## src/rtl/pwm_tb_pkg.sv

```systemverilog
package pwm_tb_pkg;
  typedef enum logic [1:0] {
    MODE_UP   = 2'd0,
    MODE_DOWN = 2'd1,
    MODE_UPDN = 2'd2,
    MODE_HOLD = 2'd3
  } cnt_mode_e;

  localparam int MODE_LSB = 0;
  localparam int IMM_BIT  = 3;
  localparam int HDIV_LSB = 7;
  localparam int KDIV_LSB = 10;
endpackage

```

## src/rtl/pwm_tb_prescale.sv

```systemverilog
module pwm_tb_prescale #(
  parameter int A_W = 3,
  parameter int B_W = 3
) (
  input  logic           clk,
  input  logic           rst_n,
  input  logic           clr_i,
  input  logic [A_W-1:0] k_i,
  input  logic [B_W-1:0] h_i,
  output logic           tick_o
);
  localparam int A_CW = (1 << A_W) - 1;
  localparam int B_CW = B_W + 1;

  logic [A_CW-1:0] a_cnt_q, a_cnt_d, amax;
  logic [B_CW-1:0] b_cnt_q, b_cnt_d, bmax;
  logic            a_wrap;

  always_comb begin
    amax    = ~({A_CW{1'b1}} << k_i);
    bmax    = (h_i == '0) ? '0 : ({h_i, 1'b0} - {{(B_CW-1){1'b0}}, 1'b1});
    a_wrap  = (a_cnt_q == amax);
    tick_o  = a_wrap && (b_cnt_q == bmax);
    a_cnt_d = a_wrap ? '0 : a_cnt_q + {{(A_CW-1){1'b0}}, 1'b1};
    b_cnt_d = b_cnt_q;
    if (a_wrap) b_cnt_d = (b_cnt_q == bmax) ? '0 : b_cnt_q + {{(B_CW-1){1'b0}}, 1'b1};
    if (clr_i) begin
      a_cnt_d = '0;
      b_cnt_d = '0;
    end
  end

  always_ff @(posedge clk or negedge rst_n) begin
    if (!rst_n) begin
      a_cnt_q <= '0;
      b_cnt_q <= '0;
    end else begin
      a_cnt_q <= a_cnt_d;
      b_cnt_q <= b_cnt_d;
    end
  end


  a_range_chk: assert property (@(posedge clk) disable iff (!rst_n) a_cnt_q <= amax);

  b_range_chk: assert property (@(posedge clk) disable iff (!rst_n) b_cnt_q <= bmax);
endmodule

```

## src/rtl/pwm_tb_period.sv

```systemverilog
module pwm_tb_period #(
  parameter int CW = 16
) (
  input  logic          clk,
  input  logic          rst_n,
  input  logic          wr_i,
  input  logic          imm_i,
  input  logic [CW-1:0] data_i,
  input  logic          load_i,
  output logic [CW-1:0] active_o
);
  logic [CW-1:0] act_q, act_d, sh_q, sh_d;

  always_comb begin
    sh_d  = wr_i ? data_i : sh_q;
    act_d = act_q;
    if (load_i) act_d = sh_q;
    if (wr_i && imm_i) act_d = data_i;
  end

  always_ff @(posedge clk or negedge rst_n) begin
    if (!rst_n) begin
      act_q <= '0;
      sh_q  <= '0;
    end else begin
      act_q <= act_d;
      sh_q  <= sh_d;
    end
  end

  assign active_o = act_q;


  imm_load_chk: assert property (@(posedge clk) disable iff (!rst_n)
    (wr_i && imm_i) |=> (act_q == $past(data_i)));

  shadow_hold_chk: assert property (@(posedge clk) disable iff (!rst_n)
    (!(wr_i && imm_i) && !load_i) |=> $stable(act_q));
endmodule

```

## src/rtl/pwm_tb_counter.sv

```systemverilog
module pwm_tb_counter
  import pwm_tb_pkg::*;
#(
  parameter int CW = 16
) (
  input  logic          clk,
  input  logic          rst_n,
  input  logic          tick_i,
  input  cnt_mode_e     mode_i,
  input  logic [CW-1:0] prd_i,
  output logic [CW-1:0] cnt_o,
  output logic          zero_o,
  output logic          prd_o,
  output logic          wrap_o
);
  localparam logic [CW-1:0] ONE = {{(CW-1){1'b0}}, 1'b1};

  logic [CW-1:0] cnt_q, cnt_d;
  logic          dir_q, dir_d;
  logic          zero_q, prd_q, adv;

  always_comb begin
    cnt_d = cnt_q;
    dir_d = dir_q;
    adv   = tick_i && (mode_i != MODE_HOLD);
    if (adv) begin
      if (prd_i == '0) begin
        cnt_d = '0;
      end else begin
        unique case (mode_i)
          MODE_UP:   cnt_d = (cnt_q >= prd_i) ? '0 : cnt_q + ONE;
          MODE_DOWN: cnt_d = (cnt_q == '0) ? prd_i : cnt_q - ONE;
          MODE_UPDN: begin
            if (!dir_q) begin
              if (cnt_q >= prd_i) begin
                dir_d = 1'b1;
                cnt_d = cnt_q - ONE;
              end else begin
                cnt_d = cnt_q + ONE;
              end
            end else if (cnt_q == '0) begin
              dir_d = 1'b0;
              cnt_d = ONE;
            end else begin
              cnt_d = cnt_q - ONE;
            end
          end
          default: cnt_d = cnt_q;
        endcase
      end
    end
    wrap_o = adv && (cnt_d == '0);
  end

  always_ff @(posedge clk or negedge rst_n) begin
    if (!rst_n) begin
      cnt_q  <= '0;
      dir_q  <= 1'b0;
      zero_q <= 1'b0;
      prd_q  <= 1'b0;
    end else begin
      cnt_q  <= cnt_d;
      dir_q  <= dir_d;
      zero_q <= wrap_o;
      prd_q  <= adv && (cnt_d == prd_i);
    end
  end

  assign cnt_o  = cnt_q;
  assign zero_o = zero_q;
  assign prd_o  = prd_q;


  freeze_hold_chk: assert property (@(posedge clk) disable iff (!rst_n)
    (mode_i == MODE_HOLD) |=> ($stable(cnt_q) && !zero_q && !prd_q));

  zero_evt_chk: assert property (@(posedge clk) disable iff (!rst_n)
    zero_q |-> (cnt_q == '0));

  up_step_chk: assert property (@(posedge clk) disable iff (!rst_n)
    (tick_i && mode_i == MODE_UP && cnt_q < prd_i) |=> (cnt_q == $past(cnt_q) + ONE));
endmodule

```

## src/rtl/pwm_timebase.sv

```systemverilog
module pwm_timebase
  import pwm_tb_pkg::*;
#(
  parameter int CW  = 16,
  parameter int A_W = 3,
  parameter int B_W = 3
) (
  input  logic          clk,
  input  logic          rst_n,
  input  logic          wr_en,
  input  logic          wr_sel,
  input  logic [CW-1:0] wr_data,
  output logic [CW-1:0] count_o,
  output logic          zero_evt_o,
  output logic          prd_evt_o
);
  cnt_mode_e      mode_q, mode_d;
  logic           imm_q, imm_d;
  logic [A_W-1:0] k_q, k_d;
  logic [B_W-1:0] h_q, h_d;
  logic           ctrl_wr, prd_wr, tick, wrap;
  logic [CW-1:0]  prd_act;

  always_comb begin
    ctrl_wr = wr_en && !wr_sel;
    prd_wr  = wr_en && wr_sel;
    mode_d  = mode_q;
    imm_d   = imm_q;
    k_d     = k_q;
    h_d     = h_q;
    if (ctrl_wr) begin
      mode_d = cnt_mode_e'(wr_data[MODE_LSB +: 2]);
      imm_d  = wr_data[IMM_BIT];
      k_d    = wr_data[KDIV_LSB +: A_W];
      h_d    = wr_data[HDIV_LSB +: B_W];
    end
  end

  always_ff @(posedge clk or negedge rst_n) begin
    if (!rst_n) begin
      mode_q <= MODE_HOLD;
      imm_q  <= 1'b0;
      k_q    <= '0;
      h_q    <= '0;
    end else begin
      mode_q <= mode_d;
      imm_q  <= imm_d;
      k_q    <= k_d;
      h_q    <= h_d;
    end
  end

  pwm_tb_prescale #(.A_W(A_W), .B_W(B_W)) u_pre (
    .clk(clk), .rst_n(rst_n), .clr_i(ctrl_wr), .k_i(k_q), .h_i(h_q), .tick_o(tick)
  );

  pwm_tb_period #(.CW(CW)) u_prd (
    .clk(clk), .rst_n(rst_n), .wr_i(prd_wr), .imm_i(imm_q), .data_i(wr_data),
    .load_i(wrap), .active_o(prd_act)
  );

  pwm_tb_counter #(.CW(CW)) u_cnt (
    .clk(clk), .rst_n(rst_n), .tick_i(tick), .mode_i(mode_q), .prd_i(prd_act),
    .cnt_o(count_o), .zero_o(zero_evt_o), .prd_o(prd_evt_o), .wrap_o(wrap)
  );
endmodule

```

## config.mk

```make
export PLATFORM = sky130hd
export DESIGN_NAME = pwm_timebase
export DESIGN_NICKNAME = d
export VERILOG_FILES = /design/src/rtl/pwm_tb_pkg.sv /design/src/rtl/pwm_tb_prescale.sv /design/src/rtl/pwm_tb_period.sv /design/src/rtl/pwm_tb_counter.sv /design/src/rtl/pwm_timebase.sv
export SDC_FILE = /design/constraint.sdc
export NUM_CORES = 1
export LEC_CHECK = 0
export CAP_MARGIN = 30
export CELL_PAD_IN_SITES_DETAIL_PLACEMENT = 1
export CELL_PAD_IN_SITES_GLOBAL_PLACEMENT = 1
export CORE_MARGIN = 5
export CORE_UTILIZATION = 40
export DETAILED_ROUTE_END_ITERATION = 10
export GPL_ROUTABILITY_DRIVEN = 0
export PLACE_DENSITY_LB_ADDON = 0.1
export SETUP_SLACK_MARGIN = 0.1
export SLEW_MARGIN = 5
export SYNTH_ARGS = -nofsm -noshare
export SYNTH_HDL_FRONTEND = slang
export SYNTH_SLANG_ARGS = --single-unit
export TNS_END_PERCENT = 30
```

## constraint.sdc

```tcl
create_clock -name clk -period 12.8 [get_ports clk]
set_input_delay 2.56 -clock clk [delete_from_list [all_inputs] [get_ports clk]]
set_output_delay 2.56 -clock clk [all_outputs]
set_load 0.01 [all_outputs]
```

==> impl_metrics.csv <==
group,metric,value,unit
timing,fmax,204,MHz
layout,design_area,6420,µm²
layout,final_nets,710,
drt,viasPerCell,6.34,
place,hpwl,14200,µm
timing,maxSlewHeadroom,40.6,%
clock_tree,htree_levels,3,
yosys,synth_nets,691,
timing,fin_hold_ws,501,ps
drt,ant_nets,0,
clock_tree,clk_pin_slew,60,ps
flow_run,maxCapViolations,0,
timing,setup_viol,0,
drt,route.vias.total,5405,
yosys,yosys_warnings,0,
yosys,ys_ff_latch,71,
die,rows,43,
die,pin_count,38,
die,start_util,40.9,%
grt,grt_overflow,0,
critical_path,crit_arrival,5080,ps
die,dieArea,16800,µm²
clock_tree,postCtsResizedCells,0,
clock_tree,clockBufferDepth,2,
critical_path,cp_max_fo,20,
yosys,async_flop_share,100,%
yosys,syn-cell-area,5730,µm²
yosys,synth_area_per_cell,8.84,µm²
clock_tree,worst_skew_pair.late_latency,340,ps
clock_tree,cts_buffers,9,
clock_tree,root_buffer,"clkbuf_16",
grt,grt_max_degree,72,
power_and_ir_drop,finalPower,0.00143,W
hold_path,hold_class,"flop to flop",
clock_tree,cts_tree,"built",
layout,fillCellCount,1660,
critical_path,cp.required,12980,ps
timing,fin_crit_sh,38.3,%
timing,setup_ws,7900,ps
run_status,outcome,"finished, final reports clean",
drt,drc,0,
timing,fin_skew,7.89,ps
layout,antennaDiodeCount,0,
power_and_ir_drop,peakVddDrop,0.000102,V
yosys,synth_flop_cell,"dfrtp_1",
grt,grt_use_total,23.9,%
grt,grt_pass1_wl,31400,µm
critical_path,criticalPathCategory,"flop to flop",
layout,final_common_cell,"dfrtp_1",
grt,grt_pass1_vias,5527,
drt,drtIter0Drc,327,
die,coreArea,14000,µm²
timing,min_period,4900,ps
clock_tree,post_cts_buffers,0,
yosys,synth.distinct_cells,80,
yosys,synthCells,648,
place,placed_area,6110,µm²
critical_path,cpMaxStageDelayCell,"or4b_1",
yosys,ys_seq_area_share,31.1,%
yosys,synth-edff-count,0,
place,io_buffers,37,
power_and_ir_drop,cellPowerDensity,223,nW/µm²
critical_path,max_stage_delay,880,ps
critical_path,end_kind,"flop",
clock_tree,hold_buffers,0,
die,die_x,130,µm
timing,fin_setup_tns,0,ps
timing,maxSlewViolCount,0,
timing,tightest_slew,891,ps
drt,wire_per_inst,23.0,µm
layout,final_cell_mix,"dfrtp_1 (69), nor2_1 (48), inv_1 (38)",
clock_tree,clock-sinks,71,
place,dp_slack,7830,ps
die,die_h,130,µm
power_and_ir_drop,p_leak,2.67,nW
drt,first_pass_iters,4,
layout,layout-drive-gt1-share,14.6,%
timing,finalHoldViolCount,0,
critical_path,worstPathCellList,"or2_2 -> inv_1 -> ha_1 -> nor3b_1 -> a31oi_1 -> a2111oi_2 -> or4b_1 -> a41o_1 -> a22oi_1 -> o21ai_1 -> or4_4 -> o31ai_1 -> a31oi_1",
grt,antenna_found_initial,0,
critical_path,crit_top_cell,"a31oi_1",
drt,routed_wl,19600,µm
timing,rsz0062_at_grt,"no",
critical_path,worst_setup_path_start_kind,"flop",
layout,area_delta_synth_final,12.1,%
-- path summary, 6_finish.rpt --
kind	startpoint	endpoint	slack, ps	cells past startpoint
setup reg to reg	h_q[0]$_DFFE_PN0P_	u_prd.active_o[9]$_DFFE_PN0P_	7900	13
hold / removal	u_prd.sh_q[14]$_DFFE_PN0P_	u_prd.sh_q[14]$_DFFE_PN0P_	500	1
max in group asynchronous	rst_n	mode_q[1]$_DFFE_PN1P_	10130	2
setup / recovery	h_q[0]$_DFFE_PN0P_	u_prd.active_o[9]$_DFFE_PN0P_	7900	13
hold reg to reg	u_prd.sh_q[14]$_DFFE_PN0P_	u_prd.sh_q[14]$_DFFE_PN0P_	500	1
min in group asynchronous	rst_n	u_prd.sh_q[2]$_DFFE_PN0P_	2060	1
-- per-layer routing --
metal / global-route usage [%] / wire, µm / vias up
li1: - / - / 2484
met2: 38.5 / 9410 / 152
met5: 0 / 0 / -
met3: 3.87 / 927 / 40
met4: 9.60 / 540 / 0
met1: 32.1 / 8720 / 2729
-- power by group --
| group | switching, W | internal, W |
|---|---|---|
| clock | 0.000107 | 0.000132 |
| sequential | 0.000130 | 0.000276 |
| combinational | 0.000472 | 0.000311 |
| total | 0.000710 | 0.000720 |
-- worst max-delay path: cells and delay by family, from the launching register on --
kind                     cells  cell delay (ps)
AND/OR/NAND/NOR              4             2040
buffers and inverters        1               60
flip-flops                   1              420
AO/OA/AOI/OAI                7             2030
adder cells (fa/ha/maj)      1              160
-- metrics by stage --
stage | util (%) | instances
floorplan | - | 648
global route | 45.9 | 852
finish | 45.9 | 852
global placement | 43.5 | 831
detailed placement | 43.7 | 834
CTS | 45.7 | 850
-- logic make-up after synthesis --
kind of cell    synth area share [%]
compound gates                  20.2
xor+xnor                        6.27
fa+ha+maj                       5.02
buf+inv                         7.80
flops                           31.1
mux                             4.85
simple gates                    24.8
-- final cells by class --
class	count	area (µm²)	share of cell area [%]
clock buffers	10	229	3.57
clock inverters	6	45.0	0.702
inverters	39	146	2.28
multi-input cells	496	3500	54.6
flip-flops and latches	71	1780	27.7
well taps	180	225	3.51
repair buffers	50	492	7.66
-- sequential cells by signal (all words and copies together), names as in the netlist --
name,count
u_pre.b_cnt_q,4
mode_q,2
u_pre.a_cnt_q,7
u_cnt.dir_q,1
u_cnt.cnt_o,16
u_cnt.prd_o,1
k_q,3
h_q,3
imm_q,1
u_cnt.zero_o,1
u_prd.sh_q,16
u_prd.active_o,16
-- Yosys cell counts, drive strengths merged, types with 3 or more instances --
| cell type | instances | area share [%] |
|---|---|---|
| o21ai | 26 | 2.3 |
| a21o | 6 | 0.79 |
| or3 | 12 | 1.5 |
| xnor2 | 24 | 3.7 |
| o32ai | 4 | 0.61 |
| nand2 | 34 | 2.3 |
| a22oi | 4 | 0.76 |
| o311ai | 6 | 0.92 |
| and3 | 17 | 2.0 |
| buf | 8 | 1.3 |
| a22o | 4 | 0.66 |
| xor2 | 17 | 2.6 |
| clkbuf | 33 | 3.7 |
| and4 | 5 | 0.76 |
| nor4 | 14 | 1.9 |
| a21oi | 22 | 1.9 |
| o21a | 4 | 0.52 |
| nor2 | 48 | 3.1 |
| a211oi | 5 | 0.66 |
| or4 | 7 | 0.98 |
| dfrtp | 69 | 30 |
| nand3 | 25 | 2.2 |
| o31ai | 24 | 4.0 |
| nand4 | 35 | 3.8 |
| ha | 23 | 5.0 |
| and2 | 8 | 0.98 |
| a211o | 4 | 0.63 |
| mux2 | 22 | 4.3 |
| mux2i | 3 | 0.52 |
| or2 | 4 | 0.44 |
| nor2b | 4 | 0.44 |
| a311oi | 6 | 0.92 |
| a31oi | 19 | 2.1 |
| inv | 38 | 2.5 |
| nor4b | 3 | 0.46 |
| nor3b | 5 | 0.66 |
| nor3 | 22 | 1.9 |
(Power assumes the default switching activity.)
